**src/rtl/nib_cfg_pkg.sv**
```systemverilog
package nib_cfg_pkg;
  localparam int unsigned NIB_W = 4;
  localparam int unsigned CMD_W = 2 * NIB_W;

  typedef enum logic [NIB_W-1:0] {
    OP_HOLD0 = 4'd0,
    OP_HOLD1 = 4'd1,
    OP_HOLD2 = 4'd2,
    OP_HOLD3 = 4'd3,
    OP_PTR0  = 4'd4,
    OP_PTR1  = 4'd5,
    OP_PTR2  = 4'd6,
    OP_PTR3  = 4'd7,
    OP_EXEC  = 4'd8,
    OP_MODE  = 4'd15
  } op_e;

  localparam logic [NIB_W-1:0] MODE_4W = 4'd0;
  localparam logic [NIB_W-1:0] MODE_3W = 4'd1;
endpackage

```
**src/rtl/nib_cfg_sync.sv**
```systemverilog
module nib_cfg_sync #(
  parameter int unsigned W      = 3,
  parameter int unsigned STAGES = 2,
  parameter logic [W-1:0] RST_VAL = '0
) (
  input  logic         clk_i,
  input  logic         rst_ni,
  input  logic [W-1:0] d_i,
  output logic [W-1:0] q_o
);
  logic [W-1:0] stg [STAGES];

  for (genvar g = 0; g < STAGES; g++) begin : g_stage
    always_ff @(posedge clk_i or negedge rst_ni) begin
      if (!rst_ni)     stg[g] <= RST_VAL;
      else if (g == 0) stg[g] <= d_i;
      else             stg[g] <= stg[(g == 0) ? 0 : g-1];
    end
  end

  assign q_o = stg[STAGES-1];
endmodule

```
**src/rtl/nib_cfg_shift.sv**
```systemverilog
module nib_cfg_shift
  import nib_cfg_pkg::*;
(
  input  logic             clk_i,
  input  logic             rst_ni,
  input  logic             sclk_s_i,
  input  logic             cs_ns_i,
  input  logic             di_s_i,
  output logic             cmd_valid_o,
  output logic [NIB_W-1:0] cmd_op_o,
  output logic [NIB_W-1:0] cmd_nib_o
);
  localparam int unsigned CNT_W = $clog2(CMD_W);

  logic             sclk_q;
  logic [CNT_W-1:0] cnt_q;
  logic [CMD_W-1:0] sh_q;
  logic             rise;

  assign rise = sclk_s_i & ~sclk_q;

  always_ff @(posedge clk_i or negedge rst_ni) begin
    if (!rst_ni) begin
      sclk_q      <= 1'b0;
      cnt_q       <= '0;
      sh_q        <= '0;
      cmd_valid_o <= 1'b0;
    end else begin
      sclk_q      <= sclk_s_i;
      cmd_valid_o <= 1'b0;
      if (cs_ns_i) begin
        cnt_q <= '0;  // deselect drops any partial command
      end else if (rise) begin
        sh_q <= {di_s_i, sh_q[CMD_W-1:1]};  // LSB arrives first
        if (cnt_q == CNT_W'(CMD_W-1)) begin
          cnt_q       <= '0;
          cmd_valid_o <= 1'b1;
        end else begin
          cnt_q <= cnt_q + 1'b1;
        end
      end
    end
  end

  assign cmd_op_o  = sh_q[NIB_W-1:0];
  assign cmd_nib_o = sh_q[CMD_W-1:NIB_W];
endmodule

```
**src/rtl/nib_cfg_regs.sv**
```systemverilog
module nib_cfg_regs
  import nib_cfg_pkg::*;
#(
  parameter int unsigned WORD_W = 16,
  parameter int unsigned IDX_W  = 4
) (
  input  logic              clk_i,
  input  logic              rst_ni,
  input  logic              cmd_valid_i,
  input  logic [NIB_W-1:0]  cmd_op_i,
  input  logic [NIB_W-1:0]  cmd_nib_i,
  output logic              port_we_o,
  output logic [IDX_W-1:0]  port_idx_o,
  output logic [WORD_W-1:0] port_data_o,
  output logic              wire3_o
);
  localparam int unsigned NIBS = WORD_W / NIB_W;

  logic [WORD_W-1:0] hold_q;
  logic [IDX_W-1:0]  ptr_q;

  always_ff @(posedge clk_i or negedge rst_ni) begin
    if (!rst_ni) begin
      hold_q      <= '0;
      ptr_q       <= '0;
      port_we_o   <= 1'b0;
      port_idx_o  <= '0;
      port_data_o <= '0;
      wire3_o     <= 1'b1;
    end else begin
      port_we_o <= 1'b0;
      if (cmd_valid_i) begin
        for (int i = 0; i < NIBS; i++) begin
          if (cmd_op_i == NIB_W'(i)) hold_q[i*NIB_W +: NIB_W] <= cmd_nib_i;
        end
        case (cmd_op_i)
          OP_PTR0: ptr_q <= cmd_nib_i[IDX_W-1:0];
          OP_PTR1, OP_PTR2, OP_PTR3: ;  // upper pointer nibbles do not reach the index
          OP_EXEC: begin
            port_we_o   <= 1'b1;
            port_idx_o  <= ptr_q;
            port_data_o <= hold_q;
          end
          OP_MODE: begin
            if (cmd_nib_i == MODE_4W)      wire3_o <= 1'b0;
            else if (cmd_nib_i == MODE_3W) wire3_o <= 1'b1;
          end
          default: ;
        endcase
      end
    end
  end
endmodule

```
**src/rtl/nib_cfg_slave.sv**
```systemverilog
module nib_cfg_slave
  import nib_cfg_pkg::*;
#(
  parameter int unsigned WORD_W      = 16,
  parameter int unsigned IDX_W       = 4,
  parameter int unsigned SYNC_STAGES = 2
) (
  input  logic              clk_i,
  input  logic              rst_ni,
  input  logic              sclk_i,
  input  logic              cs_ni,
  input  logic              di_i,
  output logic              do_o,
  output logic              do_oe_o,
  output logic              port_we_o,
  output logic [IDX_W-1:0]  port_idx_o,
  output logic [WORD_W-1:0] port_data_o,
  output logic              wire3_o
);
  logic [2:0]       pins_s;
  logic             sclk_s, cs_s, di_s;
  logic             cmd_valid;
  logic [NIB_W-1:0] cmd_op, cmd_nib;

  nib_cfg_sync #(.W(3), .STAGES(SYNC_STAGES), .RST_VAL(3'b010)) i_sync (
    .clk_i (clk_i),
    .rst_ni(rst_ni),
    .d_i   ({di_i, cs_ni, sclk_i}),
    .q_o   (pins_s)
  );
  assign sclk_s = pins_s[0];
  assign cs_s   = pins_s[1];
  assign di_s   = pins_s[2];

  nib_cfg_shift i_shift (
    .clk_i      (clk_i),
    .rst_ni     (rst_ni),
    .sclk_s_i   (sclk_s),
    .cs_ns_i    (cs_s),
    .di_s_i     (di_s),
    .cmd_valid_o(cmd_valid),
    .cmd_op_o   (cmd_op),
    .cmd_nib_o  (cmd_nib)
  );

  nib_cfg_regs #(.WORD_W(WORD_W), .IDX_W(IDX_W)) i_regs (
    .clk_i      (clk_i),
    .rst_ni     (rst_ni),
    .cmd_valid_i(cmd_valid),
    .cmd_op_i   (cmd_op),
    .cmd_nib_i  (cmd_nib),
    .port_we_o  (port_we_o),
    .port_idx_o (port_idx_o),
    .port_data_o(port_data_o),
    .wire3_o    (wire3_o)
  );

  // no read path: output driver stays off in both modes
  assign do_o    = 1'b0;
  assign do_oe_o = 1'b0;
endmodule

```
**config.mk**
```make
export PLATFORM = sky130hd
export DESIGN_NAME = nib_cfg_slave
export DESIGN_NICKNAME = d
export VERILOG_FILES = /design/src/rtl/nib_cfg_pkg.sv /design/src/rtl/nib_cfg_sync.sv /design/src/rtl/nib_cfg_shift.sv /design/src/rtl/nib_cfg_regs.sv /design/src/rtl/nib_cfg_slave.sv
export SDC_FILE = /design/constraint.sdc
export NUM_CORES = 1
export LEC_CHECK = 0
export BUFFER_PORTS_ARGS = -buffer_cell sky130_fd_sc_hd__clkbuf_2
export CORE_MARGIN = 1
export CORE_UTILIZATION = 50
export CTS_CLUSTER_DIAMETER = 30
export CTS_CLUSTER_SIZE = 10
export DETAILED_ROUTE_END_ITERATION = 7
export GPL_TIMING_DRIVEN = 0
export MAX_ROUTING_LAYER = met4
export PLACE_DENSITY = 0.73
export SYNTH_ARGS = -nofsm -noshare
export SYNTH_HDL_FRONTEND = slang
export SYNTH_HIERARCHICAL = 1
export SYNTH_SLANG_ARGS = --single-unit
```
**constraint.sdc**
```tcl
create_clock -name clk_i -period 1.7 [get_ports clk_i]
set_input_delay 0 -clock clk_i [delete_from_list [all_inputs] [get_ports clk_i]]
set_output_delay 0 -clock clk_i [all_outputs]
set_load 0.1 [all_outputs]
```
Yosys cells after proc, flatten, opt, wreduce, memory -nomap -nowiden. Index checks and enable logic that the tools add are counted.

Add/sub/neg operators: 1. Equality and inequality tests: 8. Muxes and demuxes: 10. Bitwise operators: 3. Reduce and logical (&&, ||, !) cells: 12.

Operators with widths (count): $reduce_and A2 Y1 (7); $mux W3 (3); $eq A4 B1 Y1 const B (2); $eq A4 B2 Y1 const B (2); $eq A4 B4 Y1 const B (2); $logic_not A4 Y1 (2); $mux W1 (7); $eq A4 B3 Y1 const B (1); $reduce_bool A2 Y1 (2); $add A3 B1 Y3 const B (1); $eq A3 B3 Y1 const B (1); $reduce_and A3 Y1 (1); $not A1 Y1 (2); $and A1 B1 Y1 (1).

Register bits: 61. Logic and storage cells: 49.

Depth between registers and ports, before layout. Gate-level depths: netlist of the first run.

Depth after elaboration: 4. Depth in mapped cells: 5.

Cells and area by module. The synthesis of the first run kept the hierarchy.

Modules (own cells, without submodules): nib_cfg_regs (times used 1, cells an instance 98, area an instance 1624.1 um^2, sequential area each 1052.3 um^2); nib_cfg_shift (times used 1, cells an instance 34, area an instance 538.0 um^2, sequential area each 325.3 um^2); nib_cfg_sync (times used 1, cells an instance 9, area an instance 175.2 um^2, sequential area each 152.6 um^2); nib_cfg_slave (times used 1, cells an instance 3, area an instance 18.8 um^2, sequential area each 0.0 um^2).

Worst setup path before layout of the first run. OpenSTA, ideal clock, no wires.

Path kind: reg-to-reg. Start: register i_shift.sh_q[5]. End: register i_regs.wire3_o. Setup time: 82 ps. Data arrival time: 1382 ps. Data required time: 1618 ps. Setup slack: 236 ps. Stages on the path, launching flop included: 4. Path buffers: 0. Cells stage by stage: dfrtp_1 or4b_1 nor3_2 mux2_2.

Longest elaborated chain between the ends: 3. Elaborated cells on any way between the ends: 5.

RTL lines: start: declaration (RTL line nib_cfg_shift.sv:17) `logic [CMD_W-1:0] sh_q;`; start signal: assignment (RTL line nib_cfg_shift.sv:34) `sh_q <= {di_s_i, sh_q[CMD_W-1:1]};`; $eq A4 B1 Y1 or $logic_not A4 Y1 (tied branches) (RTL line nib_cfg_regs.sv:46, nib_cfg_regs.sv:45); $reduce_bool A2 Y1 (no source line); $reduce_and A3 Y1 (no source line); end signal: assignment (RTL line nib_cfg_regs.sv:29) `wire3_o <= 1'b1;`; end signal: assignment (RTL line nib_cfg_regs.sv:45) `if (cmd_nib_i == MODE_4W) wire3_o <= 1'b0;`; end signal: assignment (RTL line nib_cfg_regs.sv:46) `else if (cmd_nib_i == MODE_3W) wire3_o <= 1'b1;`; end: declaration (RTL line nib_cfg_regs.sv:15) `output logic wire3_o`.

Several ways; a longest one is shown, not always the timed one. A chain may end at the register's enable or synchronous reset.

Final worst setup path of the first run. Same ends and word-level chain as after synthesis.

==> summary.md, run 1 <==
| Metric | Value |
|---|---|
| Fin. Hold Viols | 0 |
| GPL Wtd Cong | 0.718 |
| Tightest Pin Transition | about 730 ps |
| Routed WL | roughly 3900 µm |
| Period utilisation layout | 95.1% |
| Initial Util | 53.0% |
| Area leader, netlist | dfrtp_1 |
| Slew Limit Fails | 0 |
| Worst skew pair latency | 330 ps |
| Critical-path maximum fanout | 8 |
| Max-Slew Margin vs Limit | 51.0% |
| Worst path cell trace | or4b_1 > nor3_2 > mux2_2 |
| Port Buffers | 26 |
| Sequential-to-total area share from yosys stat | between 60% and 70% |
| Synth Register Bits | around 60 |
| Final setup vio count | 0 |
| CP startpoint kind | flop |
| Synth unique cells | 21 |
| Clk sinks | 61 |
| Count leader, synth | dfrtp_1 |
| WP data required | 1960 ps |
| Grt total ovfl | 0 |
| Clk_skew | 10.6 ps |
| Layout overhead on the synthesized area | 19.1% |
| Failing checks | DRC |
| Worst Path Arrival | about 1900 ps |
| Worst-path clk slew | approximately 70 ps |
| Post-DR wirelength/cell | between 15 and 20 µm |
| Outcome | complete, but fails checks |
| DP Area | approximately 2600 µm² |
| Total Power | 0.00318 W |
| Drt first pass iters | 5 |
| Root Driver | clkbuf_8 |
| Crit Path Class | flop to flop |
| Cell area after layout | 2810 µm² |
| # diodes | 0 |
| Maximum VDD drop | 0.608 mV |
| Leakage | around 1.5 nW |
| Crit. Startpoint | i_shift/sh_q[5]$_DFFE_PN0P_ |
| CP endpoint kind | flop |
| Largest net degree at the start of global routing | slightly above 60 |
| F_max | about 620 MHz |
| H-tree Lvls | 3 |
| Total of warnings raised by yosys | 6 |
| Final min period | 1620 ps |
| Num rows | 24 |
| Max-cap violation count | 0 |
| Global Route Usage Sum | 18.4% |
| Drt via density | 5.20 |
| CTS tree | built |
| Filler cells | about 350 |
| DRC | 4 |
| Final total negative setup slack | 0 ps |
| Synth top area share | between 60% and 70% |
| Final net count | just under 200 |
| Via count | 1263 |
| HPWL after DPL | 2400 µm |
| First-pass GRT wire length | 6580 µm |
| Die area | 4990 µm² |
| Unrepaired setup endpoints after global routing | false |
| Die X | slightly above 70 µm |
| Antenna violations before repair | 0 |
| Die Y-Extent | 70.6 µm |
| Syn avg cell area | 16.4 µm² |
| Core footprint | 4440 µm² |
| Post-Synthesis Cells | 144 |
| PwrDens | 1130 nW/µm² |
| Io pins | 29 |
| CTS buffer count | 9 |
| Hold Crit Class | input port to async pin |
| Number of flops mapped to enable cells by yosys | 0 |
| Max incr delay on CP | 580 ps |
| Ys async rst share | 100% |
| Vias in the first global route | roughly 1400 |
| Primary FF master, synth | dfrtp_1 |
| Reg2Reg Launch Point | i_shift/sh_q[5]$_DFFE_PN0P_ |
| Synth top cells by count | 58 x dfrtp_1, 49 x mux2_2, 7 x buf_4, 5 x nor2_1 |
| DRT iter0 DRCs | 56 |
| Detail Route Antenna Nets | 0 |
| Slowest cell on crit path | or4b_1 |
| Largest cells by area after synthesis | dfrtp_1 62%, mux2_2 23%, dfstp_2 3.3% |
| Share of layout cells above drive strength 1 | 56.5% |
| Max Buffers Root-to-Sink | 2 |
| Cell Area, Synth | 2360 µm² |
==> worst paths after layout <==
check                                                    end  slack (ps)  cells after the start
worst max-delay path              i_regs/wire3_o$_DFFE_PN1P_          80                      3
worst max register to register    i_regs/wire3_o$_DFFE_PN1P_          80                      3
max in group asynchronous       i_regs/hold_q[2]$_DFFE_PN0P_         930                      2
worst min-delay path            i_regs/hold_q[5]$_DFFE_PN0P_         280                      2
worst min register to register       i_sync/q_o[0]$_DFF_PN0_         350                      0
min in group clk_i                   i_sync/stg[4]$_DFF_PN1_         300                      2
==> what timing repair did <==
| item | 4_1_cts | 5_1_grt |
|---|---|---|
| endpoints found under the setup margin | 0 | 19 |
| gates resized for setup | 0 | 1 |
| setup buffers | 0 | 0 |
| hold buffers | 3 | 1 |
| endpoints found under the hold margin | 3 | 58 |
==> registers in the layout, summed over array words and instances, names as in the netlist <==
register	flops
i_regs/ptr_q	4
i_sync/stg	3
i_regs/hold_q	16
i_shift/sclk_q	1
i_regs/port_we_o	1
i_regs/wire3_o	1
i_sync/q_o	3
i_regs/port_idx_o	4
i_shift/sh_q	8
i_shift/cmd_valid_o	1
i_regs/port_data_o	16
i_shift/cnt_q	3
==> power breakdown <==
group          switching [W]  total [W]  internal, W
clock               0.000550    0.00126     0.000710
combinational      0.0000948   0.000203     0.000109
sequential          0.000176    0.00172      0.00154
total               0.000821    0.00318      0.00236
==> cells by family (layout without fill, tap and decap cells) <==
kind of cell	Yosys count	count (layout)	synth area share [%]
flops	61	61	64.9
mux	52	52	24.7
simple gates	19	19	6.21
buf+inv	9	55	2.92
fa+ha+maj	2	2	1.06
other cells	1	2	0.159
==> worst max-delay path, delay by kind of cell (launching register included) <==
| kind | cells | cell delay, ps |
|---|---|---|
| flip-flops | 1 | 480 |
| multiplexers | 1 | 350 |
| AND/OR/NAND/NOR | 2 | 720 |
==> through the flow <==
step / instances / utilization [%] / setup slack, ps / hold slack [ps]
2_1_floorplan: 145 / - / 236 / -296
3_3_place_gp: 223 / 57.5 / 117 / 88.0
3_5_place_dp: 223 / 57.5 / 98.2 / 88.8
4_1_cts: 242 / 62.7 / 80.5 / 50.3
5_1_grt: 243 / 63.1 / 26.5 / 272
6_report: 243 / 63.1 / 82.7 / 284
==> layer usage <==
metal / part of all wire [%] / wire (µm) / up-vias / track usage, %
met3: 3.6 / 139 / 2 / 6.55
li1: - / - / 582 / -
met4: 0.65 / 25 / 0 / 7.33
met2: 52 / 2020 / 23 / 28.2
met1: 43 / 1680 / 656 / 22.5
met5: 0 / 0 / - / -
==> cells in the final DEF, fill, tap and decap left out <==
master / count
nand3b_1: 2
nor3b_2: 1
dfstp_2: 3
nand4b_1: 1
clkbuf_8: 10
clkinvlp_4: 3
nor3_2: 1
nor4_4: 1
ha_1: 2
nor2_8: 1
buf_6: 1
dfrtp_1: 58
mux2_2: 49
or4b_1: 1
mux2i_1: 3
clkinv_2: 2
nor2_1: 5
buf_4: 8
conb_1: 2
clkbuf_2: 25
nand2b_4: 1
and3_1: 1
nand2_1: 3
nor3b_1: 1
bufinv_16: 1
buf_2: 1
dlygate4sd3_1: 4
==> area by class of cell <==
type / instances / area (µm²) / share of cell area [%]
Buffer: 9 / 68.8 / 2.45
Clock buffer: 10 / 138 / 4.90
Clock inverter: 6 / 62.6 / 2.23
Multi-Input combinational cell: 75 / 769 / 27.4
Sequential cell: 61 / 1530 / 54.5
Tap cell: 52 / 65.1 / 2.32
Timing Repair Buffer: 30 / 173 / 6.15
No activity file was read; power rests on OpenSTA's default activity.
==> run 2: changes to the inputs <==
- ABC_AREA: unset -> 1
- TNS_END_PERCENT: unset -> 1
==> run 2 against run 1 <==
The run still ends with DRC left. Core utilization is 0.23 points lower. Die area grew 1.5%. Via count is 35% higher. Global-route usage is 0.32 points higher. Flip-flop and latch count did not move.
==> summary.md, run 2 <==
| Metric | Value |
|---|---|
| Final total negative setup slack | 0 ps (unchanged) |
| Post-DR wirelength/cell | 11.7 µm (-26%) |
| Largest net degree at the start of global routing | 62 (unchanged) |
| Layout overhead on the synthesized area | 17.7% |
| # diodes | 0 (unchanged) |
| Pint | 0.00222 W (-5.8%) |
| Crit-path leading delay family | flip-flops |
| Cell area after layout | 2820 µm² (+0.31%) |
| Most common cell after layout, fill and taps aside | nand2_1 |
| GR Util met3 | 4.42% (-2.1 points) |
| Synth top area share | 60.7% (-0.93 points) |
| Share of layout cells above drive strength 1 | 21.2% (-35 points) |
| Combinational fraction of design power | 7.9% (+1.5 points) |
| Synth Register Bits | 61 (unchanged) |
| Num rows | 24 (unchanged) |
| Max-cap violation count | 0 (unchanged) |
| Drt via density | 4.93 (-5.1%) |
| Worst Hold Launch | cs_ni |
| Synth top cells by count | 105 x nand2_1, 58 x dfrtp_1, 17 x o21ai_0, 11 x nand4_1, 10 x nand3_1 |
| DRT iter0 DRCs | 144 (+160%) |
| Buf+Inv Stages, Crit Path | 1 (+1) |
| CTS buffer count | 9 (unchanged) |
| Crit Path Class | flop to output port |
| Final net count | 295 (+53%) |
| Die X | 71.2 µm (+0.74%) |
| Global Route Usage Sum | 18.7% (+0.32 points) |
| Core footprint | 4470 µm² (+0.68%) |
| Die Y-Extent | 71.2 µm (+0.74%) |
| Final min period | 1300 ps (-321 ps) |
| Clk_skew | 5.62 ps (-4.97 ps) |
| Hold path endpoint | i_sync/stg[4]$_DFF_PN1_ |
| Failing checks | DRC |
| Reg2reg end | i_regs/ptr_q[1]$_DFFE_PN0P_ |
| CP startpoint kind | flop |
| Critical-path maximum fanout | 2 (-6) |
| Area leader, netlist | dfrtp_1 |
| CTS tree | built |
| Max-Slew Margin vs Limit | 47.3% (-3.7 points) |
| Antenna violations before repair | 0 (unchanged) |
| Slowest cell on crit path | dfstp_2 |
| Total Power | 0.00294 W (-7.6%) |
| Clk sinks | 61 (unchanged) |
| Worst-path clk slew | 60 ps (about the same) |
| Hold Crit Class | input port to flop |
| Final setup vio count | 0 (unchanged) |
| Via count | 1701 (+35%) |
| Maximum VDD drop | 0.496 mV (-18%) |
| Drt first pass iters | 8 (+3) |
| Grt total ovfl | 0 (unchanged) |
| Die area | 5070 µm² (+1.5%) |
| Largest cells by area after synthesis | dfrtp_1 61%, nand2_1 16%, o21ai_0 3.6% |
| GRT busiest layer | met2 |
| Ys async rst share | 100% (unchanged) |
| Clock power share | 38.8% (-0.8 points) |
| F_max | 771 MHz (+25%) |
| FF-to-FF path depth | 4 (+1) |
| Primary FF master, synth | dfrtp_1 |
| HPWL after DPL | 2590 µm (+8.1%) |
| Tightest Pin Transition | 790 ps (+55.3 ps) |
| WHS | 314 ps (+30.7 ps) |
| DP Area | 2590 µm² (+1.5%) |
| PwrDens | 1040 nW/µm² (-7.9%) |
| GPL Wtd Cong | 0.720 (+0.29%) |
| Port Buffers | 26 (unchanged) |
| Max Buffers Root-to-Sink | 2 (unchanged) |
| Post-Synthesis Cells | 246 (+71%) |
| Cell Area, Synth | 2390 µm² (+1.5%) |
| Reg power frac | 53.3% (-0.7 points) |
| Leakage | 1.52 nW (+4.2%) |
| CP endpoint kind | output port |
| H-tree Lvls | 3 (unchanged) |
| Worst R2R Setup Slack | 480 ps (+400 ps) |
| Total of warnings raised by yosys | 6 (unchanged) |
| Met1 Track Usage GR | 23.4% (+0.89 points) |
| Worst Path Arrival | 1300 ps (-580 ps) |
| Sw Ratio | 24.4% (-1.4 points) |
| Max incr delay on CP | 530 ps (-50 ps) |
| Fin. Hold Viols | 0 (unchanged) |
| Period utilisation layout | 76.3% (-19 points) |
| Root Driver | clkbuf_8 |
| Routing usage on met2 | 27.8% (-0.32 points) |
| Sequential-to-total area share from yosys stat | 64.0% (-0.99 points) |
| Worst path cell trace | clkbuf_2 |
| Unrepaired setup endpoints after global routing | false |
| Synth unique cells | 19 (-9.5%) |
| Most frequent cells in the layout | 105 x nand2_1, 58 x dfrtp_1, 25 x clkbuf_2 |
| DRC | 6 (+2) |
| WP data required | 1700 ps (-260 ps) |
| Slew Limit Fails | 0 (unchanged) |
| Io pins | 29 (unchanged) |
| Syn avg cell area | 9.72 µm² (-41%) |
| Count leader, synth | nand2_1 |
| Routed WL | 4040 µm (+4.6%) |
| WHS Path Cells | 2 |
| Biggest regs | i_regs/hold_q: 16 flops, i_regs/port_data_o: 16 flops, i_shift/sh_q: 8 flops |
| Vias in the first global route | 1530 (+13%) |
| Psw | 0.000716 W (-13%) |
| Detail Route Antenna Nets | 0 (unchanged) |
| Initial Util | 53.5% (+0.46 points) |
| Reg2Reg Launch Point | i_shift/sh_q[1]$_DFFE_PN0P_ |
| First-pass GRT wire length | 6830 µm (+3.9%) |
| Worst skew pair latency | 330 ps (about the same) |
| Outcome | complete, but fails checks |
| Number of flops mapped to enable cells by yosys | 0 (unchanged) |
==> run 2: cell types whose count changed in the layout (fill, tap and decap cells not counted), sizes merged, moves of 2 or more <==
cell,delta
nor2,+3
inv,+13
mux2i,-3
nand3b,-2
clkinvlp,-3
o21ai,+21
nand2,+102
nor3b,-2
clkbuf,+6
nand4,+11
nand3,+12
mux2,-49
==> run 2: layout make-up <==
type                    count  area, µm²
clock inverters             1       5.00
repair buffers             30        173
multi-input cells         162        724
inverters                  13       48.8
plain buffers              11       92.6
fillers                   389       1660
clock buffers              15        176
well taps                  52       65.1
flip-flops and latches     61       1530
==> run 2: timing repair <==
item,4_1_cts,5_1_grt
resized for setup,0,0
endpoints found under the hold margin,61,0
buffers inserted,0,0
hold buffers,4,0
==> run 2: per-layer routing <==
layer / share of wire, % / routed length [µm]
met2: 47 / 1890
met4: 2.4 / 97
met1: 47 / 1890
met5: 0 / 0
met3: 3.9 / 159
==> run 2: per-stage QoR <==
stage	instances	worst slack, ps	utilization (%)
finish	345	403	62.9
detailed placement	325	489	58.0
CTS	345	380	62.9
global placement	325	381	57.9
global route	345	351	62.9
floorplan	247	544	-
==> run 2: cell families after synthesis <==
kind of cell	share of synthesized area [%]
simple gates	24.5
buf+inv	5.91
flops	64.0
other cells	0.157
fa+ha+maj	1.05
compound gates	4.39
==> run 2: power by group through the flow <==
| stage | registers, W | logic, W | clock network, W |
|---|---|---|---|
| final | 0.00157 | 0.000232 | 0.00114 |
| after global routing | 0.00157 | 0.000268 | 0.00124 |
| after CTS | 0.00157 | 0.000235 | 0.00118 |
| after detailed placement | 0.00159 | 0.000227 | 0 |
| after global placement | 0.00159 | 0.000221 | 0 |
| after floorplan | 0.00158 | 0.000154 | 0 |
==> run 2: worst max-delay path by stage <==
stage	depth (start not counted)	startpoint	end
2_1_floorplan	2	i_regs/port_data_o[0]$_DFFE_PN0P_	i_regs/port_data_o[0]$_DFFE_PN0P_
3_3_place_gp	1	rst_ni	i_sync/stg[5]$_DFF_PN0_
3_5_place_dp	4	i_shift/sh_q[1]$_DFFE_PN0P_	i_regs/ptr_q[2]$_DFFE_PN0P_
4_1_cts	1	i_regs/wire3_o$_DFFE_PN1P_	wire3_o
5_1_grt	4	i_shift/sh_q[1]$_DFFE_PN0P_	i_regs/ptr_q[0]$_DFFE_PN0P_
6_report	1	i_regs/wire3_o$_DFFE_PN1P_	wire3_o
==> run 3: changes to the inputs <==
- clock period: 1.7 -> 1.3 ns (I/O delays scaled with it)
==> run 3 against run 2 <==
The run still ends with DRC left. Die area unchanged. Critical path type is now flop to flop. Critical endpoint is now i_regs/ptr_q[1]$_DFFE_PN0P_. Final cell count did not move. Largest power group unchanged. Highest routed layer unchanged. Flip-flop and latch count is the same. Cell area is 0.36% higher.
==> summary.md, run 3 (same netlist as run 2, synthesis figures left out) <==
| Metric | Value |
|---|---|
| Outcome | complete, but fails checks |
| Failing checks | DRC |
| Root Driver | clkbuf_8 |
| Layout overhead on the synthesized area | 18.1% |
| DRT iter0 DRCs | 148 (+2.8%) |
| Maximum VDD drop | 0.649 mV (+31%) |
| Largest net degree at the start of global routing | 62 (unchanged) |
| HPWL after DPL | 2590 µm (unchanged) |
| Final net count | 295 (unchanged) |
| CP endpoint kind | flop |
| Most frequent cells in the layout | 105 x nand2_1, 56 x dfrtp_1, 24 x clkbuf_2 |
| Clk_skew | 5.46 ps (-0.152 ps) |
| CTS tree | built |
| Worst R2R Setup Slack | 110 ps (-370 ps) |
| Max-cap violation count | 0 (unchanged) |
| WP data required | 1510 ps (-190 ps) |
| Max Buffers Root-to-Sink | 2 (unchanged) |
| WHS | 314 ps (-0.258 ps) |
| Area occupied by multi-input gates | 729 µm² (+0.69%) |
| Cell area after layout | 2830 µm² (+0.36%) |
| Routed WL | 4070 µm (+0.69%) |
| Placed instance count | 325 (unchanged) |
| Unrepaired setup endpoints after global routing | false |
| Post-CTS setup buffer count | 0 (unchanged) |
| Die area | 5070 µm² (unchanged) |
| Slew Limit Fails | 0 (unchanged) |
| Port Buffers | 26 (unchanged) |
| Biggest regs | i_regs/hold_q: 16 flops, i_regs/port_data_o: 16 flops, i_shift/sh_q: 8 flops |
| Most common cell after layout, fill and taps aside | nand2_1 |
| DP Area | 2590 µm² (unchanged) |
| Max-Slew Margin vs Limit | 47.3% (about the same) |
| Antenna violations before repair | 0 (unchanged) |
| Worst skew pair latency | 330 ps (about the same) |
| Die X | 71.2 µm (unchanged) |
| Vias in the first global route | 1530 (unchanged) |
| # diodes | 0 (unchanged) |
| Post-DR wirelength/cell | 11.8 µm (+0.69%) |
| Final setup vio count | 0 (unchanged) |
| Via count | 1716 (+0.88%) |
| GPL Wtd Cong | 0.720 (unchanged) |
| Worst-path clk slew | 60 ps (about the same) |
| F_max | 839 MHz |
| Hold Crit Class | input port to flop |
| CP startpoint kind | flop |
| FF/Latch Area | 1530 µm² (+0.16%) |
| Period utilisation layout | 91.7% |
| Detail Route Antenna Nets | 0 (unchanged) |
| Die Y-Extent | 71.2 µm (unchanged) |
| Share of layout cells above drive strength 1 | 21.8% (+0.68 points) |
| Grt total ovfl | 0 (unchanged) |
| Io pins | 29 (unchanged) |
| Filler cells | 390 (+0.26%) |
| Tightest Pin Transition | 790 ps (-0.215 ps) |
| Num rows | 24 (unchanged) |
| Drt first pass iters | 8 (unchanged) |
| Clk sinks | 61 (unchanged) |
| H-tree Lvls | 3 (unchanged) |
| Drt via density | 4.97 (+0.88%) |
| Leakage | 1.52 nW (about the same) |
| Final std cells w/o fill | 345 (unchanged) |
| Worst Path Arrival | 1400 ps (+100 ps) |
| Fin. Hold Viols | 0 (unchanged) |
| Total Power | 0.00386 W (+31%) |
| Initial Util | 53.5% (unchanged) |
| Crit Path Class | flop to flop |
| PwrDens | 1370 nW/µm² (+31%) |
| DRC | 10 (+4) |
| Core footprint | 4470 µm² (unchanged) |
| Critical-path maximum fanout | 8 (+6) |
| First-pass GRT wire length | 6830 µm (unchanged) |
| CTS buffer count | 9 (unchanged) |
| Final min period | roughly 1200 ps |
| Global Route Usage Sum | 18.7% (unchanged) |
run 3: cell types whose count changed in the layout (fill, tap and decap cells not counted):
cell	previous run	this run
nor2_2	2	1
nor2_4	1	2
clkbuf_4	1	2
dfrtp_1	58	56
clkbuf_2	25	24
dfrtp_2	0	2
run 3: path summary, 6_finish.rpt:
path	start	endpoint	cells past startpoint
min reg2reg	i_sync/stg[5]$_DFF_PN0_	i_sync/q_o[2]$_DFF_PN0_	0
max	i_shift/sh_q[0]$_DFFE_PN0P_	i_regs/ptr_q[1]$_DFFE_PN0P_	4
max reg2reg	i_shift/sh_q[0]$_DFFE_PN0P_	i_regs/ptr_q[1]$_DFFE_PN0P_	4
min	cs_ni	i_sync/stg[4]$_DFF_PN1_	2
max in group asynchronous	rst_ni	i_shift/sh_q[2]$_DFFE_PN0P_	2
min in group asynchronous	rst_ni	i_regs/port_data_o[3]$_DFFE_PN0P_	2
run 3: stage by stage:
stage                     worst slack [ps]  setup TNS, ps  utilization [%]
final                                  108              0             63.1
after global routing                  7.88              0             63.1
after CTS                             60.1              0             63.0
after detailed placement              89.1              0             58.0
after global placement               -19.1           -914             57.9
after floorplan                        144              0                -
run 3: area by class of cell:
class	count	share of cell area, %
Buffer	11	3.28
Tap cell	52	2.30
Inverter	13	1.73
Clock buffer	15	6.24
Timing Repair Buffer	30	6.20
Multi-Input combinational cell	162	25.8
Sequential cell	61	54.3
Clock inverter	1	0.177
run 3: report_power, final:
group	leakage [nW]	internal [W]	switching (W)
sequential	0.821	0.00197	0.0000840
clock	0.0937	0.000848	0.000648
combinational	0.605	0.0000933	0.000214
total	1.52	0.00291	0.000947
run 3: repair_timing:
item	4_1_cts	5_1_grt
gates resized for setup	1	3
pin swaps	0	1
hold endpoints to repair	61	0
setup endpoints to repair	1	7
hold buffers	4	0
run 3: worst max-delay path, stage by stage, from the launching register on:
cell and delay (ps):
dfrtp_1 430, nor2_4 150, nand4_1 290, nand2_1 140
o21ai_1 70
run 3: routing by layer:
metal	share of wire [%]	routed length [µm]	GRT usage, %
met5	0	0	-
met4	2.4	97	11.1
met3	4.0	162	4.42
met2	47	1900	27.8
met1	47	1910	23.4
